==> config.mk <==
export PLATFORM = sky130hd
export DESIGN_NAME = bwq_rr_arbiter
export DESIGN_NICKNAME = d
export VERILOG_FILES = /design/src/rtl/bwq_pkg.sv /design/src/rtl/bwq_rr_pick.sv /design/src/rtl/bwq_quota_cnt.sv /design/src/rtl/bwq_ch_ctl.sv /design/src/rtl/bwq_rr_arbiter.sv
export SDC_FILE = /design/constraint.sdc
export NUM_CORES = 1
export LEC_CHECK = 0
export BUFFER_PORTS_ARGS = -buffer_cell sky130_fd_sc_hd__buf_2
export CORE_MARGIN = 2
export CORE_UTILIZATION = 54
export DETAILED_ROUTE_END_ITERATION = 12
export PLACE_DENSITY_LB_ADDON = 0.2
export RECOVER_POWER = 50
export SLEW_MARGIN = 10
export SYNTH_ARGS = -nofsm -noshare
export SYNTH_HDL_FRONTEND = slang
export SYNTH_SLANG_ARGS = --single-unit
export TNS_END_PERCENT = 100
==> constraint.sdc <==
create_clock -name clk -period 7.5 [get_ports clk]
set_input_delay 1.125 -clock clk [delete_from_list [all_inputs] [get_ports clk]]
set_output_delay 1.125 -clock clk [all_outputs]
set_load 0.01 [all_outputs]
==> src/rtl/bwq_pkg.sv <==
package bwq_pkg;
  typedef enum logic [1:0] {
    CH_IDLE   = 2'd0,
    CH_ACTIVE = 2'd1,
    CH_PAUSED = 2'd2,
    CH_HALTED = 2'd3
  } ch_state_e;
endpackage

==> src/rtl/bwq_rr_pick.sv <==
module bwq_rr_pick #(
  parameter int N  = 4,
  parameter int IW = (N > 1) ? $clog2(N) : 1
) (
  input  logic [N-1:0]  mask,
  input  logic [IW-1:0] last,
  output logic          found,
  output logic [IW-1:0] pick
);
  // Walk from the farthest candidate to the nearest so that the nearest wins.
  always_comb begin
    found = 1'b0;
    pick  = '0;
    for (int k = N; k >= 1; k--) begin
      logic [IW-1:0] ix;
      ix = IW'((int'(last) + k) % N);
      if (mask[ix]) begin
        found = 1'b1;
        pick  = ix;
      end
    end
  end
endmodule

==> src/rtl/bwq_quota_cnt.sv <==
module bwq_quota_cnt #(
  parameter int QW = 16,
  parameter int LW = 9,
  localparam int CW = QW + 1
) (
  input  logic          clk,
  input  logic          rst_n,
  input  logic          active,
  input  logic          restart,
  input  logic          beat,
  input  logic [LW-1:0] len,
  input  logic [QW-1:0] quota,
  output logic          spent
);
  logic [CW-1:0] used;
  logic [CW-1:0] sum;

  assign sum   = used + CW'(len);
  assign spent = active && beat && (quota != '0) && (sum >= CW'(quota));

  always_ff @(posedge clk or negedge rst_n) begin
    if (!rst_n)                            used <= '0;
    else if (restart)                      used <= '0;
    else if (beat && active && quota != '0) used <= sum;
  end

  AST_QUOTA_BOUND: assert property (@(posedge clk) disable iff (!rst_n)
    (active && quota != '0) |-> (used < CW'(quota)));
endmodule

==> src/rtl/bwq_ch_ctl.sv <==
module bwq_ch_ctl (
  input  logic clk,
  input  logic rst_n,
  input  logic own_hit,
  input  logic err,
  input  logic pause_hit,
  input  logic ext_start,
  input  logic cont,
  input  logic seg_done,
  input  logic chain_done,
  input  logic ie_seg,
  input  logic ie_chain,
  input  logic ie_err,
  input  logic clr,
  output logic paused,
  output logic halted,
  output logic f_seg,
  output logic f_chain,
  output logic f_err
);
  logic hit_err;
  assign hit_err = own_hit && err;

  always_ff @(posedge clk or negedge rst_n) begin
    if (!rst_n) begin
      paused  <= 1'b0;
      halted  <= 1'b0;
      f_seg   <= 1'b0;
      f_chain <= 1'b0;
      f_err   <= 1'b0;
    end else begin
      if (hit_err)   halted <= 1'b1;
      else if (cont) halted <= 1'b0;
      if (pause_hit)      paused <= 1'b1;
      else if (ext_start) paused <= 1'b0;
      if (own_hit && seg_done && ie_seg)     f_seg <= 1'b1;
      else if (clr)                          f_seg <= 1'b0;
      if (own_hit && chain_done && ie_chain) f_chain <= 1'b1;
      else if (clr)                          f_chain <= 1'b0;
      if (hit_err && ie_err)                 f_err <= 1'b1;
      else if (clr)                          f_err <= 1'b0;
    end
  end

  AST_ERR_HALT: assert property (@(posedge clk) disable iff (!rst_n)
    hit_err |=> halted);
  AST_PAUSE_LAND: assert property (@(posedge clk) disable iff (!rst_n)
    pause_hit |=> paused);
  AST_SEG_FLAG: assert property (@(posedge clk) disable iff (!rst_n)
    (own_hit && seg_done && ie_seg) |=> f_seg);
endmodule

==> src/rtl/bwq_rr_arbiter.sv <==
module bwq_rr_arbiter #(
  parameter int N  = 4,
  parameter int QW = 16,
  parameter int LW = 9,
  localparam int IW = (N > 1) ? $clog2(N) : 1
) (
  input  logic            clk,
  input  logic            rst_n,
  input  logic [N-1:0]    req,
  input  logic [N*QW-1:0] quota,
  input  logic [N-1:0]    ext_en,
  input  logic [N-1:0]    ext_start,
  input  logic [N-1:0]    cont,
  input  logic            beat_valid,
  input  logic [LW-1:0]   beat_len,
  input  logic            err,
  input  logic            seg_done,
  input  logic            chain_done,
  input  logic [N-1:0]    ie_seg,
  input  logic [N-1:0]    ie_chain,
  input  logic [N-1:0]    ie_err,
  input  logic [N-1:0]    irq_clr,
  output logic            gnt_valid,
  output logic [IW-1:0]   gnt_id,
  output logic [N-1:0]    gnt,
  output logic [2*N-1:0]  ch_state,
  output logic [N-1:0]    irq_seg,
  output logic [N-1:0]    irq_chain,
  output logic [N-1:0]    irq_err
);
  import bwq_pkg::*;

  logic          own_v;
  logic [IW-1:0] own_id;
  logic [IW-1:0] last;
  logic [QW-1:0] quota_a [N];
  logic [N-1:0]  paused, halted, own_hit, block_now;
  logic [N-1:0]  elig;
  logic          spent, rel_err, rel_drop, rel_quota, pause_ev, release_g, free;
  logic          found;
  logic [IW-1:0] pick;

  assign rel_err   = own_v && err;
  assign rel_drop  = own_v && !req[own_id];
  assign rel_quota = spent;
  assign release_g = rel_err || rel_drop || rel_quota;
  assign pause_ev  = rel_quota && !rel_err && !rel_drop && ext_en[own_id];
  assign free      = !own_v || release_g;
  assign elig      = req & ~paused & ~halted & ~block_now;

  bwq_rr_pick #(.N(N), .IW(IW)) u_pick (
    .mask(elig), .last(last), .found(found), .pick(pick)
  );

  bwq_quota_cnt #(.QW(QW), .LW(LW)) u_cnt (
    .clk(clk), .rst_n(rst_n), .active(own_v), .restart(free),
    .beat(beat_valid), .len(beat_len), .quota(quota_a[own_id]), .spent(spent)
  );

  for (genvar i = 0; i < N; i++) begin : g_ch
    logic pause_hit;
    assign quota_a[i]   = quota[QW*i +: QW];
    assign own_hit[i]   = own_v && (own_id == IW'(i));
    assign pause_hit    = pause_ev && own_hit[i];
    assign block_now[i] = own_hit[i] && (rel_err || pause_ev);

    bwq_ch_ctl u_ctl (
      .clk(clk), .rst_n(rst_n), .own_hit(own_hit[i]), .err(err),
      .pause_hit(pause_hit), .ext_start(ext_start[i]), .cont(cont[i]),
      .seg_done(seg_done), .chain_done(chain_done), .ie_seg(ie_seg[i]),
      .ie_chain(ie_chain[i]), .ie_err(ie_err[i]), .clr(irq_clr[i]),
      .paused(paused[i]), .halted(halted[i]), .f_seg(irq_seg[i]),
      .f_chain(irq_chain[i]), .f_err(irq_err[i])
    );

    ch_state_e st;
    always_comb begin
      if (halted[i])       st = CH_HALTED;
      else if (paused[i])  st = CH_PAUSED;
      else if (own_hit[i]) st = CH_ACTIVE;
      else                 st = CH_IDLE;
    end
    assign ch_state[2*i +: 2] = st;
  end

  always_ff @(posedge clk or negedge rst_n) begin
    if (!rst_n) begin
      own_v  <= 1'b0;
      own_id <= '0;
      last   <= IW'(N - 1);
    end else if (free) begin
      own_v <= found;
      if (found) begin
        own_id <= pick;
        last   <= pick;
      end
    end
  end

  assign gnt_valid = own_v;
  assign gnt_id    = own_id;
  assign gnt       = own_hit;

  AST_GNT_ONEHOT: assert property (@(posedge clk) disable iff (!rst_n)
    $onehot0(gnt) && (gnt_valid == (gnt != '0)));
  AST_SKIP_BLOCKED: assert property (@(posedge clk) disable iff (!rst_n)
    own_v |-> !(paused[own_id] || halted[own_id]));
  AST_DROP_RELEASE: assert property (@(posedge clk) disable iff (!rst_n)
    (own_v && !req[own_id]) |=> (!own_v || own_id != $past(own_id)));
  AST_ZERO_QUOTA_HOLD: assert property (@(posedge clk) disable iff (!rst_n)
    (own_v && quota_a[own_id] == '0 && req[own_id] && !err)
      |=> (own_v && own_id == $past(own_id)));
endmodule

After elaboration in Yosys (flattened, before gate mapping) --
Cells that the tools add are included.
Storage, ports and cells: logic and storage cells 191, register bits after elaboration 42, output and inout bits 27
Operators by class: equal/unequal tests 3, $add $sub $neg 5, reductions and logical operators 76, magnitude comparators 7, bitwise gates (word level) 7, mux-type cells 69
Operators by type and width (number):
- $mux W1 | 46
- $logic_and A1 B1 Y1 | 44
- $reduce_bool A2 Y1 | 21
- $mux W17 | 2
- $bmux W16 S2 | 1
- $mux W16 | 2
- $mux W2 | 12
- $add A17 B9 Y17 | 1
- $ge A17 B16 Y1 | 1
- $reduce_bool A16 Y1 | 1
- $lt A2 B3 Y1 const B | 5
- $and A4 B4 Y4 | 3
- $bmux W1 S2 | 6
- $not A4 Y4 | 3
- $add A2 B1 Y2 const B | 2
- $add A2 B2 Y2 const B | 2
- $eq A2 B2 Y1 const B | 2
- $logic_not A1 Y1 | 4
- $logic_or A1 B1 Y1 | 4
- $ge A3 B3 Y1 const B | 1
- $not A2 Y3 | 1
- $eq A2 B1 Y1 const B | 1
- $logic_not A2 Y1 | 1
- $reduce_and A2 Y1 | 1

Longest topological paths before layout --
Gate-level depths: netlist of run 1.
depth in word-level cells 21, gate-level depth with buffers 23, mapped depth without buffers 21

By module --
From an unflattened synthesis of run 1, not the netlist that was laid out.
Unflattened totals: cell total of the unflattened synthesis 380, area total of the unflattened synthesis 3537.1 um^2
Modules (own cells, without submodules):
- bwq_quota_cnt | sequential area each 425.4 um^2, times used 1, area an instance 1778.0 um^2, cells an instance 215
- bwq_rr_arbiter | sequential area each 127.6 um^2, times used 1, area an instance 892.1 um^2, cells an instance 75
- bwq_ch_ctl | sequential area each 125.1 um^2, times used 4, area an instance 193.9 um^2, cells an instance 19
- bwq_rr_pick | sequential area each 0.0 um^2, times used 1, area an instance 91.3 um^2, cells an instance 14

Least setup slack after synthesis of run 1 --
No wires, ideal clock.
path type input-to-reg, from input beat_len[0], to register own_id[1] (netlist: gnt_id[1]), path slack 2.406 ns, cell stages on the path 22, required time 7.377 ns, library setup time 0.123 ns, arrival time 4.971 ns, path through ha_1 > inv_1 > fa_1 > nor2b_1 > o31a_1 > o21a_1 > o21a_1 > o21ai_0 > a21boi_1 > o2111ai_1 > xnor2_1 > ha_1 > nand3_1 > nor2_1 > o2111ai_1 > o21a_1 > a211o_2 > buf_6 > o21a_4 > o41a_1 > o211ai_2 > nand2_1
On the way: word-level cells in the longest chain between the ends 17, elaborated cells on any way between the ends 32, those cells by class 1 x add/sub; 1 x order compare; 16 x mux; 2 x bitwise; 12 x reduce/logical
Ends and longest elaborated chain:
- start, declared | line bwq_rr_arbiter.sv:15 | input logic [LW-1:0] beat_len,
- $add A17 B9 Y17 * | line bwq_quota_cnt.sv:18 | assign sum = used + CW'(len);
- $ge A17 B16 Y1 * | line bwq_quota_cnt.sv:19 | assign spent = active && beat && (quota != '0) && (sum >= CW'(quota));
- $logic_and A1 B1 Y1 * | line bwq_quota_cnt.sv:19
- $logic_and A1 B1 Y1 (3 in series) | line bwq_rr_arbiter.sv:47 | assign pause_ev = rel_quota && !rel_err && !rel_drop && ext_en[own_id];
- $logic_or A1 B1 Y1 | line bwq_rr_arbiter.sv:65 | assign block_now[i] = own_hit[i] && (rel_err || pause_ev);
- $logic_and A1 B1 Y1 | line bwq_rr_arbiter.sv:65
- $not A4 Y4 | line bwq_rr_arbiter.sv:49 | assign elig = req & ~paused & ~halted & ~block_now;
- $and A4 B4 Y4 | line bwq_rr_arbiter.sv:49
- $bmux W1 S2 | line bwq_rr_pick.sv:17 | if (mask[ix]) begin
- $mux W1 (implied by the code) | line bwq_rr_pick.sv:17
- $mux W1 (4 in series) | line bwq_rr_pick.sv:17
- $reduce_and A2 Y1 (no line)
- end signal, assigned | line bwq_rr_arbiter.sv:94 | own_id <= pick;
- end, declared | line bwq_rr_arbiter.sv:34 | logic [IW-1:0] own_id;
Every way passes the cells marked *; elsewhere a longest branch is shown, timed or not. The select of a mux whose other input is x is not followed. A chain may end at the register's enable or synchronous reset.

Worst setup path in the final report of run 1 --
Same ends and word-level chain as after synthesis.

==> results_dict.tcl, run 1 <==
set metrics [dict create \
    status "complete, but fails checks" \
    violations "max-capacitance violations, max-slew violations" \
    synth_top_flop_cell "dfrtp_1" \
    layout-drive-gt1-share 0.315 \
    cts-htree-levels 2 \
    synthesis.nets 510 \
    clock-root-buffer "clkbuf_8" \
    fin_skew_ps 6.47 \
    nets 625 \
    total_power_mw 1.16 \
    grt_pass1_wl_mm 14.4 \
    maxSlewHeadroom -0.471 \
    yosys_warnings 0 \
    required_ps 7680 \
    slowest_stage "o41a_1" \
    synth_edf_count 0 \
    first_iter_violations 205 \
    areaGrowthSynthToFinish_pct 17.9 \
    hpwl_mm 7.01 \
    ant_nets 0 \
    ys_seq_elements 42 \
    fin_ws_ps 2080 \
    vias 3237 \
    post-cts-setup-buffers 0 \
    routed_wirelength_mm 8.72 \
    drc 0 \
    min_period_over_period 0.722 \
    diodes 0 \
    synth.avg_cell_area_um2 9.56 \
    hold_class "register to register" \
    cts.repair.resized 0 \
    cts_buffers 5 \
    die-area_um2 7270 \
    fmax_mhz 185 \
    clkSinkCount 42 \
    clock_latency_ps 300 \
    antenna_found_initial 0 \
    synth_top_area_share 0.281 \
    synth.most_common_cell "inv_1" \
    setup_violations 0 \
    vias_per_cell 5.72 \
    worstSetupPathType "primary input to register" \
    synthTopCellsByArea "dfrtp_1 (28%), mux4_1 (9.6%), ha_1 (8.8%)" \
    leakagePower_nw 2.16 \
    worst_pin_slew_ps 2210 \
    io_pins 138 \
    die_w_um 85.3 \
    grt_setup_unrepaired "false" \
    slowest_delay_ps 480 \
    clock_path_buffers 2 \
    pre_cts_ws_ps 1800 \
    gp_congestion 0.888 \
    ys_top_cells_by_count "inv_1 (54), dfrtp_1 (40), o21ai_0 (29)" \
    grtUsageTotal 0.246 \
    holdBufCountCts 0 \
    worst_setup_path_start_kind "primary input" \
    synth_area_um2 3570 \
    yosysSeqAreaShare 0.295 \
    synth_async_sr_flop_share 1.00 \
    yosys.area.top_type "dfrtp_1" \
    cts_tree "built" \
    initial_utilization 0.559 \
    ys_types 62 \
    crit_top_cell "o21a_1" \
    slew_viol_final 43 \
    cellPowerDensity_nw_per_um2 276 \
    portBuffers 137 \
    crit_fanout 12 \
    core.rowCount 29 \
    path_cells "buf_2 > ha_1 > inv_1 > fa_1 > nor2b_1 > o31a_1 > o21a_1 > o21a_1 > o21ai_0 > a21boi_1 > o2111ai_1 > xnor2_1 > ha_1 > nand3_1 > nor2_1 > o2111ai_1 > o21a_1 > a211o_2 > o211a_2 > o41a_1 > o211ai_2 > nand2_1" \
    syn_inst 373 \
    fillCellCount 555 \
    grt_max_degree 43 \
    grt_pass1_vias 3170 \
    worst_ir_drop_vdd_mv 0.162 \
    core_um2 6390 \
    grt-ovfl-total 0 \
    multi_input_area_um2 2090 \
    end_kind "register" \
    path_clk_slew_ps 90 \
    detail_route.first_pass.iterations 5 \
    die_y_um 85.3 \
    final.setup.tns_ps 0 \
    seq_area_um2 1050 \
    critPathArrivalTime_ps 5600 \
    maxCapViolations 1 \
    wl_per_cell_um 15.4 \
    fin_crit_ps 5420 \
    hold_viol_final 0 \
]
cells in the final DEF (no fill, tap or decap), types with 8 or more instances in the layout:
cell type / Yosys / routed
a22o_1: 10 / 10
clkbuf_1: 2 / 10
a21oi_1: 13 / 13
ha_1: 25 / 25
dfrtp_1: 40 / 40
nor2_1: 14 / 14
buf_2: 6 / 128
inv_1: 54 / 54
nand3_1: 17 / 17
xnor2_1: 8 / 8
mux4_1: 13 / 13
o21ai_0: 29 / 29
nand2_1: 20 / 20
worst max-delay path: cells and delay by family:
family / cells / cell delay (ps)
AND/OR/NAND/NOR: 4 / 520
XOR/XNOR: 1 / 200
buffers and inverters: 2 / 130
adder cells (fa/ha/maj): 3 / 870
AO/OA/AOI/OAI: 12 / 2730
area by class of cell:
cell class / count / area share
multi-input cells: 247 / 0.497
clock buffers: 6 / 0.0173
repair buffers: 137 / 0.160
well taps: 77 / 0.0229
clock inverters: 2 / 0.00327
inverters: 55 / 0.0491
flip-flops and latches: 42 / 0.251
flip-flops by register name, summed over array words and instances, names as in the netlist:
name	count
g_ch.u_ctl.paused	4
g_ch.u_ctl.f_chain	4
last	2
g_ch.u_ctl.f_err	4
g_ch.u_ctl.halted	4
g_ch.u_ctl.f_seg	4
gnt_id	2
gnt_valid	1
u_cnt.used	17
worst paths after layout:
kind	cells past startpoint	startpoint	to	slack, ps
min	1	u_cnt.used[15]$_DFFE_PN0P_	u_cnt.used[15]$_DFFE_PN0P_	480
min reg2reg	1	u_cnt.used[15]$_DFFE_PN0P_	u_cnt.used[15]$_DFFE_PN0P_	480
max reg2reg	21	u_cnt.used[0]$_DFFE_PN0P_	gnt_id[1]$_DFFE_PN0P_	2600
min in group asynchronous	1	rst_n	u_cnt.used[3]$_DFFE_PN0P_	1460
max in group asynchronous	1	rst_n	g_ch[3].u_ctl.halted$_DFFE_PN0P_	4780
max	22	beat_len[0]	gnt_id[1]$_DFFE_PN0P_	2080
kinds of logic (layout without fill, tap and decap cells):
group | Yosys count | in the layout | share of synthesized area
xor gates and xnor gates | 12 | 12 | 0.0295
muxes | 19 | 19 | 0.130
DFF | 42 | 42 | 0.295
adders and majority gates | 26 | 26 | 0.0933
and+or+nand+nor | 79 | 79 | 0.114
AOI/OAI and AO/OA | 111 | 111 | 0.219
buffers and inverters | 84 | 200 | 0.119
metal layers:
metal,vias to the layer above,global-route usage,routed length [um]
met5,-,0,0
met4,0,0.0707,109
met3,9,0.0389,578
met2,123,0.390,4120
met1,1516,0.350,3920
li1,1589,-,-
through the flow:
stage	hold WS [ps]	std cells	instance area [um2]	utilization
after floorplan	432	373	3570	-
after global placement	447	558	4130	0.647
after detailed placement	457	558	4130	0.647
after CTS	472	566	4220	0.660
after global routing	493	566	4210	0.659
final	477	566	4210	0.659
where the power goes:
part	switching, mW	leakage (nW)	internal [mW]	total (mW)
Combinational	0.359	1.55	0.299	0.658
Clock	0.0825	0.0452	0.0658	0.148
Sequential	0.0756	0.561	0.277	0.353
Total	0.517	2.16	0.642	1.16
No activity file was read; power rests on OpenSTA's default activity.
==> run 2, diff against run 1 <==
--- a/config.mk
+++ b/config.mk
@@ -7,7 +7,7 @@
 export LEC_CHECK = 0
 export BUFFER_PORTS_ARGS = -buffer_cell sky130_fd_sc_hd__buf_2
 export CORE_MARGIN = 2
-export CORE_UTILIZATION = 54
+export CORE_UTILIZATION = 45
 export DETAILED_ROUTE_END_ITERATION = 12
 export PLACE_DENSITY_LB_ADDON = 0.2
 export RECOVER_POWER = 50
==> constraint.sdc (replaced) <==
create_clock -name clk -period 4.4 [get_ports clk]
set_input_delay 0.66 -clock clk [delete_from_list [all_inputs] [get_ports clk]]
set_output_delay 0.66 -clock clk [all_outputs]
set_load 0.01 [all_outputs]
==> run 2 against run 1 <==
Compared with the run above: the run ends with max-capacitance violations, max-slew violations, negative setup slack left; worst hold slack lost 10 ps; die area grew 19%; combinational power up 110%; core utilization down 3.9 points; final area rose by 13%; largest power group unchanged.
==> results_dict.tcl, run 2 (same netlist as run 1, synthesis figures left out) <==
set metrics [dict create \
    drc 0 \
    path_cells "ha_4 > inv_2 > fa_2 > nor2b_2 > o31a_1 > o21a_1 > o21a_1 > o21ai_2 > a21boi_2 > o2111ai_2 > xnor2_2 > ha_1 > nand3_2 > nor2_1 > o2111ai_1 > o21a_1 > a211o_4 > buf_6 > o21a_4 > o41a_1 > nor2_1 > a31oi_1" \
    setup_violations 4 \
    first_iter_violations 170 \
    ant_nets 0 \
    largest_register_ffs 17 \
    vias 3533 \
    grt-ovfl-total 0 \
    routed_wirelength_mm 10.8 \
    worst_setup_path_start_kind "register" \
    nets 673 \
    fin_crit_ps 4590 \
    hold_start "u_cnt.used[15]$_DFFE_PN0P_" \
    slowest_delay_ps 480 \
    fin_area_um2 4760 \
    regMostFlops "u_cnt.used" \
    die_y_um 93.0 \
    gp_congestion 0.884 \
    multi_input_area_um2 2220 \
    cellPowerDensity_nw_per_um2 466 \
    required_ps 4580 \
    postPlaceCellArea_um2 4430 \
    fin_util 0.619 \
    grt_pass1_wl_mm 17.1 \
    clock_latency_ps 310 \
    worst_ir_drop_vdd_mv 0.333 \
    cts-htree-levels 2 \
    fin_skew_ps 6.39 \
    maxCapViolations 1 \
    r2r-start "u_cnt.used[0]$_DFFE_PN0P_" \
    cts_tree "built" \
    io_pins 138 \
    seq_area_um2 1050 \
    cp_top_family "compound AO/OA/AOI/OAI gates" \
    cp_num_buf_inv 2 \
    hold_viol_final 0 \
    clock-root-buffer "clkbuf_8" \
    core_um2 7690 \
    leakagePower_nw 2.44 \
    critPathLaunch "u_cnt.used[0]$_DFFE_PN0P_" \
    grtUsageTotal 0.251 \
    slowest_stage "o41a_1" \
    status "complete, but fails checks" \
    min_period_over_period 1.04 \
    areaGrowthSynthToFinish_pct 33.4 \
    final_cells 640 \
    fillCellCount 681 \
    detail_route.first_pass.iterations 4 \
    grt_pass1_vias 3626 \
    hpwl_mm 8.31 \
    core.rowCount 32 \
    final_common_cell "buf_2" \
    antenna_found_initial 1 \
    fmax_mhz 218 \
    final_cell_mix "buf_2 (133), inv_1 (53), buf_4 (45), dfrtp_1 (40), o21ai_0 (26)" \
    worst_pin_slew_ps 2260 \
    violations "max-capacitance violations, max-slew violations, negative setup slack" \
    worstSetupPathType "register to register" \
    die-area_um2 8660 \
    clock_path_buffers 2 \
    end_kind "register" \
    clkSinkCount 42 \
    wl_per_cell_um 16.8 \
    hold_slack_ps 467 \
    layout-drive-gt1-share 0.425 \
    portBuffers 137 \
    path_clk_slew_ps 90 \
    grt_setup_unrepaired "true" \
    cts_buffers 5 \
    critPathArrivalTime_ps 4770 \
    crit_fanout 6 \
    fin_ws_ps -192 \
    hold_class "register to register" \
    placedCellCount 613 \
    die_w_um 93.0 \
    initial_utilization 0.464 \
    maxSlewHeadroom -0.506 \
    vias_per_cell 5.52 \
    crit_top_cell "o21a_1" \
    slew_viol_final 43 \
    grt_max_degree 43 \
]
## run 2: power breakdown
group / internal (mW) / switching (mW) / total, mW / leakage, nW
clock: 0.114 / 0.159 / 0.273 / 0.0408
sequential: 0.473 / 0.129 / 0.601 / 0.561
combinational: 0.642 / 0.703 / 1.35 / 1.84
## run 2: path summary, 6_finish.rpt
kind	endpoint	slack, ps	cells after the start
max	gnt_id[0]$_DFFE_PN0P_	-190	22
min	u_cnt.used[15]$_DFFE_PN0P_	470	1
max reg2reg	gnt_id[0]$_DFFE_PN0P_	-190	22
min reg2reg	u_cnt.used[15]$_DFFE_PN0P_	470	1
max in group asynchronous	gnt_id[0]$_DFFE_PN0P_	2100	1
min in group asynchronous	u_cnt.used[2]$_DFFE_PN0P_	1000	1
## run 2: per-stage QoR
stage | power (mW) | TNS (ps) | worst slack (ps)
finish | 2.22 | -564 | -192
global route | 2.40 | -5000 | -440
global placement | 1.83 | -5860 | -367
floorplan | 1.50 | -324 | -128
CTS | 2.14 | -262 | -97.9
detailed placement | 1.85 | -7610 | -496
## run 2: cell type report
cell class              instances  share of cell area
clock inverters                 3             0.00499
well taps                     102              0.0268
diodes                          1            0.000526
inverters                      55              0.0434
multi-input cells             247               0.467
clock buffers                   5              0.0145
flip-flops and latches         42               0.221
repair buffers                185               0.221
## run 2: timing repair
item,in CTS,in global routing
hold endpoints to repair,0,0
hold buffers,0,0
pin swaps,16,11
setup endpoints to repair,19,21
setup buffers,4,14
resized for setup,8,15
## run 2: metal layers
metal | vias up | track usage | share of wire
li1 | 1690 | - | -
met5 | - | 0 | 0
met3 | 17 | 0.0483 | 0.051
met2 | 116 | 0.440 | 0.51
met1 | 1710 | 0.311 | 0.42
met4 | 0 | 0.0797 | 0.017
